===== src/rtl/activity_watchdog.sv =====
module activity_watchdog #(
  parameter int TIMEOUT_CYCLES = 80_000_000
) (
  input  logic clk,
  input  logic rst_n,
  input  logic strobe_i,
  input  logic strobe_float_i,
  input  logic supply_low_i,
  output logic wdo_n_o
);

  localparam int CNT_W = (TIMEOUT_CYCLES > 2) ? $clog2(TIMEOUT_CYCLES) : 1;
  localparam logic [CNT_W-1:0] LAST = CNT_W'(TIMEOUT_CYCLES - 1);

  logic             strobe_q;
  logic [CNT_W-1:0] cnt, cnt_next;
  logic             expired, expired_next;
  logic             hold, activity;

  assign hold     = !rst_n || strobe_float_i;
  assign activity = strobe_i ^ strobe_q;

  always_comb begin
    cnt_next     = cnt;
    expired_next = expired;
    if (hold || activity) begin
      cnt_next     = '0;
      expired_next = 1'b0;
    end else if (cnt == LAST) begin
      expired_next = 1'b1;
    end else begin
      cnt_next = cnt + 1'b1;
    end
  end

  always_ff @(posedge clk) begin
    strobe_q <= strobe_i;
    cnt      <= cnt_next;
    expired  <= expired_next;
    wdo_n_o  <= !(supply_low_i || expired_next);
  end

  AST_RESET_HOLD: assert property (@(posedge clk)
    (!rst_n && !supply_low_i) |=> wdo_n_o);

  AST_FLOAT_LOWLINE: assert property (@(posedge clk) disable iff (!rst_n)
    strobe_float_i |=> (wdo_n_o == !$past(supply_low_i)));

  AST_TIMEOUT_AT_LAST: assert property (@(posedge clk) disable iff (!rst_n)
    ($fell(wdo_n_o) && !$past(supply_low_i)) |-> ($past(cnt) == LAST));

  AST_ACTIVITY_RELEASES: assert property (@(posedge clk) disable iff (!rst_n)
    (activity && !supply_low_i) |=> wdo_n_o);

  AST_SUPPLY_LOW: assert property (@(posedge clk) disable iff (!rst_n)
    supply_low_i |=> !wdo_n_o);

  AST_NO_OVERFLOW: assert property (@(posedge clk) disable iff (!rst_n)
    cnt <= LAST);

endmodule


===== config.mk =====
export PLATFORM = sky130hd
export DESIGN_NAME = activity_watchdog
export DESIGN_NICKNAME = d
export VERILOG_FILES = /design/src/rtl/activity_watchdog.sv
export SDC_FILE = /design/constraint.sdc
export NUM_CORES = 1
export LEC_CHECK = 0
export ABC_AREA = 1
export BUFFER_PORTS_ARGS = -buffer_cell sky130_fd_sc_hd__buf_2
export CAP_MARGIN = 30
export CORE_UTILIZATION = 45
export DETAILED_ROUTE_END_ITERATION = 6
export SYNTH_ARGS = -nofsm -noshare
export SYNTH_HDL_FRONTEND = slang
export SYNTH_SLANG_ARGS = --single-unit

===== constraint.sdc =====
create_clock -name clk -period 1.4 [get_ports clk]
set_input_delay 0 -clock clk [delete_from_list [all_inputs] [get_ports clk]]
set_output_delay 0 -clock clk [all_outputs]
set_load 0.1 [all_outputs]

==> summary.txt, run 1 <==
Outcome
  • Outcome: finished, final reports clean

Synth
  • Mapped Cells: 273
  • Top post-synthesis cells by area: dfxtp_1 35%, nand2_1 15%, nor2_1 13%
  • Xor and xnor area share after synthesis: 4.07%
  • Syn. warnings: 0
  • Synth Area in Compound Gates: slightly above 6%
  • Synth cell count leaders: 70 x nand2_1, 61 x nor2_1, 34 x inv_1
  • Post-synth top flop: dfxtp_1
  • Dominant cell by count in the synthesized netlist: nand2_1
  • Syn Nets: 279
  • Seq/Total Area, Yosys: 34.9%
  • Syn Area/Cell: roughly 6.3 sq um
  • Combinational family with the most area after synthesis: simple AND/OR/NAND/NOR gates
  • Synthesized flop and latch total: 30
  • Async S/R FF share, synth: 0%
  • Yosys top cell area share: 34.9%
  • Post-synth cell types: 23
  • Number of synthesized flops with an enable pin: 0
  • Synth Area in Adders: less than 1%
  • Cell Area, Synth: 0.00172 sq mm
  • Top cell type by total area after synthesis: dfxtp_1
  • Post-synthesis mux area share: 0%
  • Post-synthesis simple-gate area fraction: a little under half

STA
  • Fmax achieved: between 0.7 and 0.8 GHz
  • RSZ-0062 raised after global routing: yes
  • Setup Skew: 7.07 ps
  • Endpoints failing setup: 0
  • Final period util: 96.4%
  • Setup ws final: around 50 ps
  • Rel. slew slack: 68.0%
  • Worst-margin pin slew: ~480 ps
  • Setup TNS: 0 ps
  • Fin crit period: 1350 ps
  • Fin. Hold Viols: 0
  • Max Transition Viols Final: 0

Die
  • Die Y: 63.8 um
  • Rows: 22
  • Die W: 63.8 um
  • I/O pin cnt: 6
  • Area of the core: 0.00366 sq mm
  • Initial Util: roughly 47%
  • DIE AREA: around 0.004 sq mm

Placement
  • Dpl ws: -34.2 ps
  • GPL Wtd Cong: 0.848
  • Area after DPL: 0.00187 sq mm
  • Port bufs: 5
  • DP Wirelength: 2840 um

Setup path
  • Critical Path End Type: flip-flop
  • Crit path kind: reg2reg
  • R2r endpoint: cnt[7]$_SDFFE_PP0P_
  • Setup crit end: cnt[7]$_SDFFE_PP0P_
  • CP startpoint kind: flip-flop
  • Reg2Reg Depth: 9
  • CP Max Fanout: 6
  • Reg-to-Reg Start: cnt[1]$_SDFFE_PP0P_
  • Crit path arrival time: 1560 ps
  • WP data required: 1610 ps
  • R2r setup slk: around 50 ps
  • Start point of the critical path: cnt[1]$_SDFFE_PP0P_

Clocking
  • Num CTS Buffers: 5
  • Clock buffer depth: 2
  • H-tree levels: 2
  • TritonCTS clock tree: done
  • CTS Root Cell: clkbuf_8
  • TritonCTS Sinks: 30
  • Clock transition at path regs: 70 ps
  • Clk_lat worst skew: 280 ps

Route
  • First-pass DRT Iterations: 4
  • Detailed Route Iter0 Violations: 43
  • Vias: 1650
  • Vias per cell: 4.73
  • Avg WL per Cell: around 11 um
  • Total Routed Length: 3860 um
  • DRC violations left: 0
  • Antenna violation net count after detailed routing: 0

Final layout
  • Post-layout util: 57.4%
  • Multi-input gate area: between 0.001 and 0.0015 sq mm
  • Final Cell Area: 0.00210 sq mm
  • Layout cells sized above 1: 21.6%
  • Area Growth Syn to Fin: 22.2%
  • Ant diodes: 0
  • Register Area: 609 sq um
  • FILL cells: 378
  • Nets: 306

Pwr
  • Pleak: 0.775 nW
  • Pwr Density: 782 mW/mm^2
  • Peak supply drop: roughly 0.00063 V

Global routing
  • Initial antenna violation count: 0
  • Total global routing overflow: 0
  • Global-route wire length before repair: 6420 um
  • Largest net degree at the start of global routing: 16
  • Vias in the first global route: 1456
  • GRT Util Overall: 20.6%

Run
  • Max-Cap Viols: 0

Worst hold path
  • Hold Path Class: in2reg
  • WHS Path Cells: 6
## per-layer routing
metal	global-route usage, %	wire length [um]
met3	3.75	85
met5	0	0
met2	30.6	1610
met1	29.0	2100
met4	8.52	65
## critical path, stage by stage (launching register included)
cell	delay, ps
dfxtp_2	350
ha_4	150
nand2_2	70
nor2_4	140
nand2_4	90
nor2_4	100
inv_2	50
nor2_4	160
nor2_1	70
nor2_1	90
## what timing repair did
item	4_1_cts	5_1_grt
gates cloned	0	0
hold buffers	2	0
endpoints found under the hold margin	2	0
gates resized for setup	7	18
buffers inserted	1	5
pin swaps	7	9
setup endpoints to repair	11	21
## state kept, by name, indices dropped and copies added (netlist names)
signal / cells
cnt: 27
expired: 1
strobe_q: 1
wdo_n_o: 1
## cell type report
cell class | count | share of cell area (%)
multi-input cells | 204 | 49.3
well taps | 48 | 2.86
clock inverters | 1 | 0.238
flip-flops and latches | 30 | 29.0
repair buffers | 24 | 8.21
clock buffers | 7 | 4.11
inverters | 35 | 6.25
## per-stage QoR
| step | power (mW) | instances | hold WS [ps] |
|---|---|---|---|
| after floorplan | 0.918 | 273 | 27.7 |
| after global placement | 0.938 | 333 | 144 |
| after detailed placement | 0.939 | 333 | 147 |
| after CTS | 1.67 | 344 | 178 |
| after global routing | 1.72 | 349 | 155 |
| final | 1.64 | 349 | 122 |
## worst min path at each step
stage,startpoint,to
2_1_floorplan,strobe_i,strobe_q$_DFF_P_
3_3_place_gp,strobe_i,strobe_q$_DFF_P_
3_5_place_dp,strobe_i,strobe_q$_DFF_P_
4_1_cts,strobe_float_i,cnt[1]$_SDFFE_PP0P_
5_1_grt,strobe_float_i,cnt[1]$_SDFFE_PP0P_
6_report,strobe_float_i,cnt[0]$_SDFFE_PP0P_
## cells by family (layout without fill, tap and decap cells)
kind of cell,count (synthesis),after routing
simple gates,175,175
xor+xnor,8,8
fa+ha+maj,1,1
flops,30,30
buf+inv,39,67
compound gates,20,20
## power breakdown
part	leakage, nW	internal, mW	switching [mW]
clock network	0.0482	0.396	0.323
logic	0.481	0.0234	0.0396
registers	0.246	0.859	0.00307
## placed cells by master (no fill, tap or decap), drive strengths merged
master,instances
clkinv,1
a21oi,16
nand3,19
nand4,4
nor3,6
nor2,72
ha,1
clkbuf,7
nand3b,1
nor3b,1
dlygate4sd3,2
dfxtp,30
buf,22
nand2,71
o21ai,4
inv,35
or2,1
xor2,2
xnor2,6
Power figures use the tool's default switching activity.
==> run 2, diff against run 1 <==
--- a/config.mk
+++ b/config.mk
@@ -10,6 +10,7 @@
 export CAP_MARGIN = 30
 export CORE_UTILIZATION = 45
 export DETAILED_ROUTE_END_ITERATION = 6
+export REMOVE_ABC_BUFFERS = 1
 export SYNTH_ARGS = -nofsm -noshare
 export SYNTH_HDL_FRONTEND = slang
 export SYNTH_SLANG_ARGS = --single-unit
==> summary.txt, run 2 (synthesis gave the netlist of run 1 again) <==
Route
  • Antenna violation net count after detailed routing: 0 (unchanged)
  • DRC violations left: 0 (unchanged)
  • Avg WL per Cell: 11.1 um (about the same)
  • Total Routed Length: 3830 um (-0.78%)
  • Detailed Route Iter0 Violations: 47 (+9.3%)
  • Vias: 1652 (+0.12%)
  • First-pass DRT Iterations: 4 (unchanged)
  • Vias per cell: 4.77 (+0.99%)

Final layout
  • Multi-input gate area: 0.00105 sq mm (+1.4%)
  • Layout cells sized above 1: 22.5% (+0.89 points)
  • Most frequent cells in the layout: 66 x nand2_1, 57 x nor2_1, 32 x inv_1
  • Max reg flops: 27 (unchanged)
  • Register Area: 612 sq um (+0.41%)
  • Area Growth Syn to Fin: 22.8%
  • Post-Layout Cell Count: 346 (-0.86%)
  • Largest register by flop count: cnt
  • Commonest non-fill, non-tap cell in the layout: nand2_1
  • Ant diodes: 0 (unchanged)
  • Final Cell Area: 0.00211 sq mm (+0.54%)
  • FILL cells: 375 (-0.79%)
  • Nets: 305 (-0.33%)

Setup path
  • CP startpoint kind: flip-flop
  • Crit-path slowest cell: dfxtp_2
  • CP Cell Sequence: ha_4, nand2_4, nor2_4, nand2_4, nor2_4, inv_2, nor2_4, nor2_1, nor2_1
  • Crit path max-delay family: simple AND/OR/NAND/NOR gates
  • WP data required: 1620 ps (about the same)
  • Crit path kind: reg2reg
  • CP bufs+invs: 1 (unchanged)
  • Crit-path max cell delay: 350 ps (about the same)
  • Crit path arrival time: 1600 ps (+40 ps)
  • Critical Path End Type: flip-flop
  • CP most frequent cell: nor2_4
  • CP Max Fanout: 6 (unchanged)

Pwr
  • Tot Pwr: 1.62 mW (-1.5%)
  • Pwr Density: 766 mW/mm^2 (-2.0%)
  • Sequential share of power: 53.2% (+0.8 points)
  • Switching power: 0.358 mW (-2.2%)
  • Peak supply drop: 0.000559 V (-11%)
  • Internal Power: 1.26 mW (-1.3%)
  • Switching Fraction: 22.1% (-0.17 points)
  • Pleak: 0.788 nW (+1.7%)
  • Combinational share of power: 4.0% (+0.2 points)
  • Clock share of power: 42.8% (-0.9 points)

Clocking
  • Clk_lat worst skew: 280 ps (about the same)
  • CTS Root Cell: clkbuf_8
  • Num CTS Buffers: 5 (unchanged)
  • TritonCTS Sinks: 30 (unchanged)
  • H-tree levels: 2 (unchanged)
  • Clock buffer depth: 2 (unchanged)
  • Clock transition at path regs: 60 ps (about the same)
  • TritonCTS clock tree: done

Die
  • Die W: 63.8 um (unchanged)
  • Die Y: 63.8 um (unchanged)
  • Area of the core: 0.00366 sq mm (unchanged)
  • DIE AREA: 0.00407 sq mm (unchanged)
  • Rows: 22 (unchanged)
  • I/O pin cnt: 6 (unchanged)
  • Initial Util: 47.0% (unchanged)

Placement
  • Port bufs: 5 (unchanged)
  • GPL Wtd Cong: 0.867 (+2.2%)
  • Area after DPL: 0.00185 sq mm (-0.80%)
  • DP Wirelength: 2760 um (-2.9%)
  • Placed Cells: 331 (-0.60%)

STA
  • Endpoints failing setup: 0 (unchanged)
  • Setup Skew: 4.42 ps (-2.65 ps)
  • Worst-margin pin slew: 483 ps (+0.172 ps)
  • Fin. Hold Viols: 0 (unchanged)
  • Fin crit period: 1380 ps (+26.5 ps)
  • Final period util: 98.3% (+1.9 points)
  • Setup TNS: 0 ps (unchanged)
  • Rel. slew slack: 68.0% (about the same)
  • RSZ-0062 raised after global routing: yes
  • Fmax achieved: 0.727 GHz (-1.9%)
  • Max Transition Viols Final: 0 (unchanged)

Run
  • Max-Cap Viols: 0 (unchanged)

Worst hold path
  • Hold Path Class: in2reg

Outcome
  • Outcome: finished, final reports clean

Global routing
  • Total global routing overflow: 0 (unchanged)
  • Initial antenna violation count: 0 (unchanged)
  • Vias in the first global route: 1506 (+3.4%)
  • GRT Util Overall: 20.8% (+0.26 points)
  • Largest net degree at the start of global routing: 16 (unchanged)
  • Global-route wire length before repair: 6510 um (+1.5%)
==> run 2: path summary, 6_finish.rpt <==
kind                         endpoint  depth (start not counted)                start  slack (ps)
hold / removal    cnt[2]$_SDFFE_PP0P_                          5       strobe_float_i         190
hold reg to reg       expired$_DFF_P_                          2      expired$_DFF_P_         470
setup reg to reg  cnt[3]$_SDFFE_PP0P_                          9  cnt[0]$_SDFFE_PP0P_          20
setup / recovery  cnt[3]$_SDFFE_PP0P_                          9  cnt[0]$_SDFFE_PP0P_          20
==> run 2: power groups by stage <==
stage	Clock [mW]	Combinational, mW	Sequential [mW]
floorplan	0	0.0245	0.891
global placement	0	0.0583	0.879
detailed placement	0	0.0591	0.880
CTS	0.717	0.0635	0.861
global route	0.732	0.0725	0.862
finish	0.693	0.0650	0.862
==> run 2: cell type report <==
class                           count  area share, %
Sequential cell                    30           29.0
Clock buffer                        6           3.91
Inverter                           35           6.34
Multi-Input combinational cell    204           49.8
Timing Repair Buffer               23           8.17
Tap cell                           48           2.84
==> run 2: repair_timing <==
action | in CTS | in global routing
endpoints found under the hold margin | 2 | 0
endpoints found under the setup margin | 7 | 26
pin swaps | 0 | 12
gates resized for setup | 3 | 32
buffers inserted | 0 | 7
hold buffers | 2 | 0
==> run 2: worst min-delay path: stages <==
cell and delay, ps:
buf_2 80, nor3_1 40, o21ai_2 50, buf_4 210, a21oi_1 50
==> run 2: per-layer routing <==
metal / global-route usage (%) / wire length [um] / vias to the layer above
li1: - / - / 899
met2: 32.6 / 1680 / 14
met1: 27.1 / 2010 / 733
met5: 0 / 0 / -
met3: 5.36 / 89 / 6
met4: 8.52 / 62 / 0
==> run 2: per-stage QoR <==
stage | hold WS, ps | util, % | setup slack, ps
final | 194 | 57.7 | 23.7
after global routing | 240 | 57.7 | -66.0
after CTS | 202 | 53.7 | 0.352
after detailed placement | 144 | 50.6 | -69.0
after global placement | 144 | 50.6 | -35.5
after floorplan | 27.7 | - | 60.2
